<file path="config.mk">
export PLATFORM = sky130hd
export DESIGN_NAME = hsk_read_master
export DESIGN_NICKNAME = d
export VERILOG_FILES = /design/src/rtl/hsk_read_master.sv
export SDC_FILE = /design/constraint.sdc
export NUM_CORES = 1
export LEC_CHECK = 0
export ABC_AREA = 1
export BUFFER_PORTS_ARGS = -buffer_cell sky130_fd_sc_hd__buf_2
export CAP_MARGIN = 10
export CORE_ASPECT_RATIO = 2
export CORE_MARGIN = 4
export CORE_UTILIZATION = 47
export CTS_CLUSTER_SIZE = 12
export DETAILED_ROUTE_END_ITERATION = 10
export GPL_TIMING_DRIVEN = 1
export PLACE_DENSITY_LB_ADDON = 0.25
export SLEW_MARGIN = 20
export SYNTH_ARGS = -nofsm -noshare
export SYNTH_HDL_FRONTEND = slang
export SYNTH_SLANG_ARGS = --single-unit
</file>
<file path="constraint.sdc">
create_clock -name clk -period 1.8 [get_ports clk]
set_clock_uncertainty 0.05 [all_clocks]
set_input_delay 0.09 -clock clk [delete_from_list [all_inputs] [get_ports clk]]
set_output_delay 0.09 -clock clk [all_outputs]
set_load 0.1 [all_outputs]
</file>
<file path="src/rtl/hsk_read_master.sv">
`timescale 1ns/1ps
module hsk_read_master #(
  parameter int AW = 8,
  parameter int DW = 16
) (
  input  logic          clk,
  input  logic          rst_n,
  input  logic          cmd_valid,
  input  logic [AW-1:0] cmd_addr,
  output logic          cmd_ready,
  output logic [DW-1:0] rsp_data,
  output logic          rsp_done,
  output logic          bus_req,
  input  logic          bus_gnt,
  output logic [AW-1:0] bus_addr,
  output logic          bus_addr_oe,
  input  logic [DW-1:0] bus_data,
  output logic          rd_req,
  input  logic          data_rdy,
  input  logic          ack_in,
  output logic          ack_out
);

  typedef enum logic [2:0] {
    S_IDLE, S_ARB, S_REQ, S_REL, S_WAIT, S_DACK
  } st_t;

  st_t           st;
  logic [1:0]    gnt_q, ack_q, rdy_q;
  logic          gnt_s, ack_s, rdy_s;
  logic [AW-1:0] addr_q;
  logic [DW-1:0] data_q;
  logic          done_q;

  always_ff @(posedge clk or negedge rst_n) begin
    if (!rst_n) begin
      gnt_q <= '0;
      ack_q <= '0;
      rdy_q <= '0;
    end else begin
      gnt_q <= {gnt_q[0], bus_gnt};
      ack_q <= {ack_q[0], ack_in};
      rdy_q <= {rdy_q[0], data_rdy};
    end
  end

  assign gnt_s = gnt_q[1];
  assign ack_s = ack_q[1];
  assign rdy_s = rdy_q[1];

  always_ff @(posedge clk or negedge rst_n) begin
    if (!rst_n) begin
      st     <= S_IDLE;
      addr_q <= '0;
      data_q <= '0;
      done_q <= 1'b0;
    end else begin
      done_q <= 1'b0;
      unique case (st)
        S_IDLE: if (cmd_valid) begin
          addr_q <= cmd_addr;
          st     <= S_ARB;
        end
        S_ARB:  if (gnt_s)  st <= S_REQ;
        S_REQ:  if (ack_s)  st <= S_REL;
        S_REL:  if (!ack_s) st <= S_WAIT;
        S_WAIT: if (rdy_s) begin
          data_q <= bus_data;
          st     <= S_DACK;
        end
        S_DACK: if (!rdy_s) begin
          done_q <= 1'b1;
          st     <= S_IDLE;
        end
        default: st <= S_IDLE;
      endcase
    end
  end

  assign cmd_ready   = (st == S_IDLE);
  assign bus_req     = (st != S_IDLE);
  assign bus_addr_oe = (st != S_IDLE) && (st != S_ARB);
  assign bus_addr    = bus_addr_oe ? addr_q : '0;
  assign rd_req      = (st == S_REQ);
  assign ack_out     = (st == S_DACK);
  assign rsp_data    = data_q;
  assign rsp_done    = done_q;


  rdreq_after_grant_chk: assert property (@(posedge clk) disable iff (!rst_n)
    $rose(rd_req) |-> $past(gnt_s));


  addr_with_req_chk: assert property (@(posedge clk) disable iff (!rst_n)
    rd_req |-> (bus_req && bus_addr_oe));


  rdreq_drop_on_ack_chk: assert property (@(posedge clk) disable iff (!rst_n)
    $fell(rd_req) |-> $past(ack_s));


  ack_rise_on_rdy_chk: assert property (@(posedge clk) disable iff (!rst_n)
    $rose(ack_out) |-> $past(rdy_s));


  ack_fall_on_rdy_low_chk: assert property (@(posedge clk) disable iff (!rst_n)
    $fell(ack_out) |-> !$past(rdy_s));


  data_hold_chk: assert property (@(posedge clk) disable iff (!rst_n)
    (!$rose(ack_out)) |-> $stable(rsp_data));


  done_at_release_chk: assert property (@(posedge clk) disable iff (!rst_n)
    rsp_done |-> ($fell(ack_out) && !bus_req && !bus_addr_oe));


  done_single_chk: assert property (@(posedge clk) disable iff (!rst_n)
    rsp_done |=> !rsp_done);


  no_overlap_chk: assert property (@(posedge clk) disable iff (!rst_n)
    !(rd_req && ack_out));

endmodule

</file>
==> summary.txt, run 1 <==
Run status
  • Status: completed

Floorplanning
  • Num rows: 28
  • Initial Utilization: 0.489
  • I/O pins: 60
  • Die Ht: 86.7 µm
  • Die width: 47.4 µm
  • Core ar.: 2980 µm²
  • Die Area: 4110 µm²

Final layout
  • Fillers: 179
  • Design area: 2320 µm²
  • Layout cell share with drive strength beyond 1: 0.475
  • Final cell count without fillers: about 250
  • N_diodes: 0
  • Synthesis-to-layout area growth: 59.5%
  • Nets: 246

Clock network
  • Worst-Skew Late Latency: 280 ps
  • Htree depth: 2
  • CTS root buffer: clkbuf_8
  • TritonCTS clock tree: built
  • CTS Buf Count: 5
  • Clk slew on worst S/H paths: ~70 ps
  • # clock sinks: 34
  • CTS Buffer Depth: 2

Routing
  • Drt total wl: 3.71 mm
  • Mean routed wirelength per cell: between 15 and 20 µm
  • Vias after detailed routing: 1246
  • DR iter-0 viols: 24
  • Highest metal used: met4
  • Drt via density: 5.04
  • DRC: 0
  • Pre-Repair DR Iteration Count: 4
  • ANT nets after route: 0
  • Metal2 WL: ~2.2 mm
  • Metal-1 WL: around 1.2 mm
  • Met3 Wirelength: 248 µm

Timing
  • Hold_ws: around 6.7 ps
  • Hold Vio Cnt, Final: 0
  • Worst-margin pin slew: 717 ps
  • Clock period minus worst slack: 1710 ps
  • Final setup viols: 0
  • Smallest setup slack after layout: 88.4 ps
  • Final slew viol count: 0
  • RSZ-0062 raised after global routing: no
  • Period utilization: 0.951
  • Slew headroom: 0.522
  • Fmax: 0.584 GHz

Worst hold path
  • Hold path depth: 3
  • Hold crit path type: input port to flop
  • Worst min-delay path startpoint: cmd_addr[0]
  • Hold endpoint: addr_q[0]$_DFFE_PN0P_

Worst setup path
  • Cells on worst reg2reg path: 3
  • CP Class: flop to output port
  • R2r setup slk: about 230 ps
  • CP Data Required Time: 1660 ps
  • Reg2reg end: rsp_data[3]$_DFFE_PN0P_
  • Worst setup EP type: output port
  • Critical Path Start Type: flop
  • R2R Path Start: st[0]$_DFFE_PN0P_
  • Crit path DAT: roughly 1600 ps
  • Crit path max fanout: 6

Global route
  • GRT overflow: 0
  • Initial antenna violation count: 0
  • Global router's overall resource usage: 0.217
  • First-pass GRT wire length: slightly above 6 mm
  • Largest net degree at the start of global routing: 35
  • Vias in the first global route: 1383

Logic synthesis
  • Post-synth EDFFs: 0
  • Top-count cell post-synth: dfrtp_1
  • Biggest area consumer among synthesized cells: dfrtp_1
  • Synthesized area: 1460 µm²
  • Share of the synthesized area in the top cell type: 0.584
  • Gate count of the mapped netlist: 130
  • Seq/Total Area, Yosys: 0.584
  • Yosys warns: 0
  • Asr flop ratio synth: 1.00
  • Net Count, Synth: 160
  • Synth top cells by count: dfrtp_1 (34), nor2_1 (21), inv_1 (14), nand2_1 (14), mux2_4 (10)
  • Yosys cell types: 19
  • Dominant cells by area after synthesis: dfrtp_1 (58%), mux2_4 (10%), nor2_1 (5.4%)
  • Mean Syn Cell Area: 11.2 µm²
  • Ys flop type: dfrtp_1
  • Synth Register Bits: 34

Placement
  • DP Worst Slack: 224 ps
  • GP Congestion: roughly 0.9
  • Placed cell area: between 1500 and 2000 µm²
  • Placed insts: roughly 220
  • Dpl hpwl: 2.44 mm
  • Port bufs: 59

Job
  • Max Cap Viol: 0
[cell usage in the layout (no fill, tap or decap), types with 2 or more instances in the layout]
cell type      count
a21oi_1            9
buf_12            10
buf_2             49
buf_4              2
clkbuf_8           6
dfrtp_1           34
dlygate4sd3_1     21
inv_1             13
mux2_2             6
mux2_4            10
nand2_1           12
nand2_4            2
nand3_1            7
nor2_1            13
nor2_4             9
o21ai_0            2
[stage by stage]
stage                     utilization  TNS, ps
after floorplan                     -     -720
after global placement          0.668        0
after detailed placement        0.668        0
after CTS                       0.779        0
after global routing            0.780        0
final                           0.780        0
[flip-flops by register name (all words and copies together) (netlist names)]
| name | cells |
|---|---|
| st | 3 |
| ack_q | 2 |
| rdy_q | 2 |
| gnt_q | 2 |
| addr_q | 8 |
| rsp_data | 16 |
| rsp_done | 1 |
[how the worst max path moves through the flow]
stage                 startpoint                       end  slack (ps)  depth (start not counted)
6_report       st[1]$_DFFE_PN0P_               bus_addr[0]          90                          6
5_1_grt        st[1]$_DFFE_PN0P_               bus_addr[0]          20                          6
4_1_cts        st[1]$_DFFE_PN0P_                   ack_out          40                          4
3_5_place_dp   st[1]$_DFFE_PN0P_               bus_addr[1]         220                          5
3_3_place_gp   st[0]$_DFFE_PN0P_  rsp_data[15]$_DFFE_PN0P_         280                          3
2_1_floorplan  st[2]$_DFFE_PN0P_               bus_addr[0]        -100                          5
[per-layer routing]
metal	up-vias	global-route usage
li1	588	-
met1	600	0.223
met2	53	0.381
met3	5	0.0541
met4	0	0.101
met5	-	0
[worst max-delay path: stages, from the launching register on]
cell and delay, ps:
dfrtp_1 490, inv_2 140, nand2_8 100, clkinvlp_4 100
buf_12 150, nor2_4 120, buf_12 180
[cell type report]
class                           count  area [µm²]  area share
Timing Repair Buffer               83         678       0.292
Inverter                           16        71.3      0.0307
Sequential cell                    34         851       0.366
Clock inverter                      1        5.00     0.00216
Clock buffer                        7        86.3      0.0372
Tap cell                           30        37.5      0.0162
Multi-Input combinational cell     76         593       0.255
[cells by family after synthesis]
| family | after synthesis | share of synthesized area |
|---|---|---|
| compound gates | 11 | 0.0378 |
| buf+inv | 20 | 0.0696 |
| flops | 34 | 0.584 |
| mux | 16 | 0.149 |
| simple gates | 49 | 0.159 |
[repair_timing]
action / in CTS / in global routing
hold endpoints to repair: 54 / 0
pin swaps: 0 / 0
hold buffers: 21 / 0
endpoints found under the setup margin: 8 / 1
buffers inserted: 2 / 0
gates resized for setup: 0 / 1
Power of run 1 is not shown: default switching activity piles up to over one toggle a cycle in this logic, so the estimate is an artifact.
==> inputs of run 2 (changes only) <==
BUFFER_PORTS_ARGS = -buffer_cell sky130_fd_sc_hd__buf_4   (was -buffer_cell sky130_fd_sc_hd__buf_2)
CORE_UTILIZATION = 40   (was 47)
==> run 2 against run 1 <==
  * Worst hold slack worse by 3.0 ps
  * Wire length down 6.9%
  * Global-route usage down 5.1 points
  * Sequential cell count unchanged
  * Critical path depth unchanged
  * Critical path type unchanged
  * Critical endpoint unchanged
==> summary.txt, run 2 (same netlist as run 1, synthesis figures left out) <==
Run status
  • Status: completed

Floorplanning
  • Die Area: 4730 µm²
  • Die width: 50.7 µm
  • Core ar.: between 3000 and 4000 µm²
  • I/O pins: 60
  • Initial Utilization: 0.422
  • Die Ht: 93.3 µm
  • Num rows: 30

Global route
  • Most used routing layer: met2
  • Initial antenna violation count: 0
  • GR Layer Usage met1: 0.165
  • First-pass GRT wire length: around 5.9 mm
  • GRT overflow: 0
  • Largest net degree at the start of global routing: 35
  • Global router's overall resource usage: 0.166
  • GR Util met3: 0.0510
  • GRT met2 Usage: 0.299
  • Vias in the first global route: approximately 1300

Placement
  • Placed cell area: 2030 µm²
  • Port bufs: between 50 and 60
  • DP Worst Slack: approximately 160 ps
  • GP Congestion: 0.960
  • Dpl hpwl: 2.51 mm

Worst setup path
  • CP max-delay cell: dfrtp_1
  • Crit path max fanout: 8
  • Crit path DAT: 1600 ps
  • Reg2reg end: rsp_data[15]$_DFFE_PN0P_
  • Worst setup EP type: output port
  • Critical Path Start Type: flop
  • Max incr delay on CP: 480 ps
  • Cells on worst reg2reg path: 3
  • Critical-path cell list: inv_2 > nand2_8 > clkinvlp_4 > buf_12 > nor2_4 > buf_6
  • R2r setup slk: 220 ps
  • CP startpoint: st[1]$_DFFE_PN0P_
  • R2R Path Start: st[0]$_DFFE_PN0P_
  • CP Class: flop to output port
  • CP Data Required Time: around 1700 ps
  • CP Capture Point: bus_addr[0]

Timing
  • Final slew viol count: 0
  • Slew headroom: 0.727
  • Hold Vio Cnt, Final: 0
  • Clock period minus worst slack: ~1700 ps
  • Smallest setup slack after layout: 64.9 ps
  • Final setup viols: 0
  • Worst-margin pin slew: 409 ps
  • Fmax: 0.576 GHz
  • Period utilization: 0.964
  • RSZ-0062 raised after global routing: no

Routing
  • DRC: 0
  • Drt total wl: 3.45 mm
  • ANT nets after route: 0
  • Pre-Repair DR Iteration Count: 4
  • Vias after detailed routing: 1212
  • Drt via density: 4.59
  • DR iter-0 viols: 15
  • Mean routed wirelength per cell: 13.1 µm

Final layout
  • Number of flip-flops in the largest register: 16
  • Design area: approximately 2400 µm²
  • Commonest non-fill, non-tap cell in the layout: buf_4
  • N_diodes: 0
  • Most frequent cells in the layout: buf_4 (52), dfrtp_1 (34), dlygate4sd3_1 (21)
  • Nets: 245
  • Layout cell share with drive strength beyond 1: 0.472
  • Fillers: 271
  • Synthesis-to-layout area growth: 63.2%

Clock network
  • Htree depth: 2
  • CTS Buf Count: 5
  • CTS root buffer: clkbuf_8
  • TritonCTS clock tree: built
  • CTS Buffer Depth: 2
  • Clk slew on worst S/H paths: approximately 70 ps
  • # clock sinks: 34
  • Worst-Skew Late Latency: 280 ps

Worst hold path
  • Hold crit path type: input port to flop

Job
  • Max Cap Viol: 0
-- run 2: final cells by class --
class / instances / area, µm² / area share
flip-flops and latches: 34 / 851 / 0.358
clock inverters: 1 / 5.00 / 0.00211
well taps: 48 / 60.1 / 0.0253
clock buffers: 7 / 86.3 / 0.0363
inverters: 16 / 71.3 / 0.0300
multi-input cells: 76 / 593 / 0.249
repair buffers: 82 / 711 / 0.299
-- run 2: worst min path at each step --
stage | from | depth (start not counted) | endpoint
5_1_grt | cmd_addr[6] | 3 | addr_q[6]$_DFFE_PN0P_
6_report | cmd_addr[4] | 3 | addr_q[4]$_DFFE_PN0P_
3_5_place_dp | rst_n | 1 | rsp_data[0]$_DFFE_PN0P_
3_3_place_gp | rst_n | 1 | rsp_data[12]$_DFFE_PN0P_
2_1_floorplan | rst_n | 0 | ack_q[0]$_DFF_PN0_
4_1_cts | cmd_addr[1] | 3 | addr_q[1]$_DFFE_PN0P_
-- run 2: metrics by stage --
step	utilization	std cells	TNS (ps)	hold WS, ps
2_1_floorplan	-	130	-720	-256
3_3_place_gp	0.587	234	0	-2.90
3_5_place_dp	0.587	234	0	3.13
4_1_cts	0.680	264	0	0.380
5_1_grt	0.688	264	0	19.4
6_report	0.688	264	0	3.68
-- run 2: metal layers --
metal  wire length (µm)  up-vias  share of wire
met5                  0        -              0
met4                 81        0          0.023
met3                246        8          0.071
met2               1960       44           0.57
met1               1160      576           0.34
li1                   -      584              -
-- run 2: worst max-delay path: cells and delay by family (launching register included) --
| family | cells | cell delay, ps |
|---|---|---|
| buf+inv | 4 | 610 |
| flops | 1 | 480 |
| simple gates | 2 | 210 |
-- run 2: repair_timing --
action / CTS / global route
resized for setup: 0 / 8
hold endpoints to repair: 54 / 0
endpoints found under the setup margin: 8 / 8
buffers inserted: 1 / 0
hold buffers: 21 / 0
Power of run 2 is left out for the same reason.
==> inputs of run 3 (changes only) <==
CELL_PAD_IN_SITES_DETAIL_PLACEMENT = 1   (was unset)
CELL_PAD_IN_SITES_GLOBAL_PLACEMENT = 2   (was unset)
CORE_MARGIN = 1.5   (was 4)
CORE_UTILIZATION = 28   (was 40)
==> run 3 against run 2 <==
  * Cell area about the same
  * Worst hold slack improved by 5.8 ps
  * Worst setup slack improved by 51 ps
  * Final cell count increased by 4.5%
  * Wire length increased by 8.1%
  * Sequential share of layout area about the same
  * Critical path type unchanged
  * Global-route usage decreased by 1.4 points
  * First-iteration DRC count unchanged
  * Critical path depth unchanged
  * Fmax increased by 3.0%
  * Core utilization decreased by 22 points
  * Critical endpoint unchanged
  * Sequential cell count unchanged
==> summary.txt, run 3 (same netlist as run 1, synthesis figures left out) <==
Floorplanning
  • I/O pins: 60
  • Die width: 54.0 µm
  • Die Area: 5670 µm²
  • Core ar.: 5090 µm²
  • Initial Utilization: 0.286
  • Die Ht: 105 µm
  • Num rows: 37

Job
  • Max Cap Viol: 0

Worst setup path
  • CP Class: flop to output port
  • R2r setup slk: 230 ps
  • Crit path DAT: 1540 ps
  • Crit path max fanout: 8
  • Critical Path Start Type: flop
  • Worst setup EP type: output port
  • CP Data Required Time: 1660 ps

Final layout
  • Reg area: 852 µm²
  • Number of flip-flops in the largest register: 16
  • Fillers: about 570
  • Final core utilization: 0.467
  • Layout cell share with drive strength beyond 1: 0.477
  • Synthesis-to-layout area growth: 63.3%
  • Commonest non-fill, non-tap cell in the layout: buf_4
  • Most frequent cells in the layout: buf_4 (61), dfrtp_1 (33), dlygate4sd3_1 (22)
  • N_diodes: 0
  • Nets: 247
  • Multi-input combinational cell area: 593 µm²

Routing
  • DR iter-0 viols: 15
  • ANT nets after route: 0
  • Drt via density: 4.52
  • Vias after detailed routing: 1247
  • Drt total wl: 3.73 mm
  • Pre-Repair DR Iteration Count: 2
  • Mean routed wirelength per cell: 13.5 µm
  • DRC: 0

Clock network
  • Worst-Skew Late Latency: 290 ps
  • # clock sinks: 34
  • Htree depth: 2
  • CTS root buffer: clkbuf_8
  • CTS Buffer Depth: 2
  • CTS Buf Count: 5
  • TritonCTS clock tree: built
  • Clk slew on worst S/H paths: 70 ps

Timing
  • Clock period minus worst slack: 1680 ps
  • RSZ-0062 raised after global routing: no
  • Final setup viols: 0
  • Fmax: roughly 0.59 GHz
  • Worst-margin pin slew: 431 ps
  • Slew headroom: 0.713
  • Period utilization: 0.935
  • Final slew viol count: 0
  • Hold Vio Cnt, Final: 0

Global route
  • First-pass GRT wire length: 6.27 mm
  • Initial antenna violation count: 0
  • Largest net degree at the start of global routing: 35
  • Global router's overall resource usage: 0.153
  • Vias in the first global route: 1383
  • GRT overflow: 0

Run status
  • Status: completed

Worst hold path
  • Hold crit path type: input port to flop

Placement
  • GP Congestion: 0.694
  • Dpl hpwl: 2.69 mm
  • Port bufs: 59
-- run 3: cell count changes in the layout (fill, tap and decap cells not counted), sizes merged --
cell         before  now
buf              61   62
dlygate4sd3      21   22
-- run 3: worst paths after layout --
path	from	end	cells past startpoint
worst max-delay path	st[1]$_DFFE_PN0P_	bus_addr[0]	6
worst min-delay path	bus_data[6]	rsp_data[6]$_DFFE_PN0P_	2
worst max register to register	st[0]$_DFFE_PN0P_	rsp_data[0]$_DFFE_PN0P_	3
worst min register to register	ack_q[0]$_DFF_PN0_	ack_q[1]$_DFF_PN0_	0
max in group asynchronous	rst_n	st[1]$_DFFE_PN0P_	2
min in group asynchronous	rst_n	rsp_data[11]$_DFFE_PN0P_	2
-- run 3: routing by layer --
| layer | wire [µm] | up-vias | track usage | share of wire |
|---|---|---|---|---|
| met4 | 91 | 0 | 0.0821 | 0.024 |
| li1 | - | 584 | - | - |
| met3 | 162 | 7 | 0.0329 | 0.043 |
| met1 | 1280 | 615 | 0.159 | 0.34 |
| met2 | 2190 | 41 | 0.267 | 0.59 |
| met5 | 0 | - | 0 | 0 |
-- run 3: through the flow --
stage	setup TNS, ps	hold WS [ps]	setup slack (ps)	cell area [µm²]	cells
final	0	9.47	116	2380	276
after global routing	0	13.8	40.7	2380	276
after CTS	0	1.04	19.9	2380	276
after detailed placement	0	15.5	159	2050	245
after global placement	0	7.86	220	2050	245
after floorplan	-720	-256	-95.6	1560	130
-- run 3: worst max-delay path, stage by stage (launching register included) --
cell and delay (ps):
dfrtp_2 430, inv_2 110, nand2_8 90, clkinvlp_4 90, buf_12 160, nor2_4 90, buf_4 280
-- run 3: area by class of cell --
class | instances | share of cell area
Sequential cell | 34 | 0.358
Timing Repair Buffer | 84 | 0.294
Multi-Input combinational cell | 76 | 0.249
Clock buffer | 7 | 0.0363
Tap cell | 58 | 0.0305
Inverter | 16 | 0.0300
Clock inverter | 1 | 0.00210
-- run 3: what timing repair did --
item | CTS | global route
pin swaps | 0 | 0
setup buffers | 1 | 0
hold buffers | 22 | 0
resized for setup | 0 | 1
endpoints found under the setup margin | 8 | 8
endpoints found under the hold margin | 55 | 0
Power of run 3 is left out for the same reason.
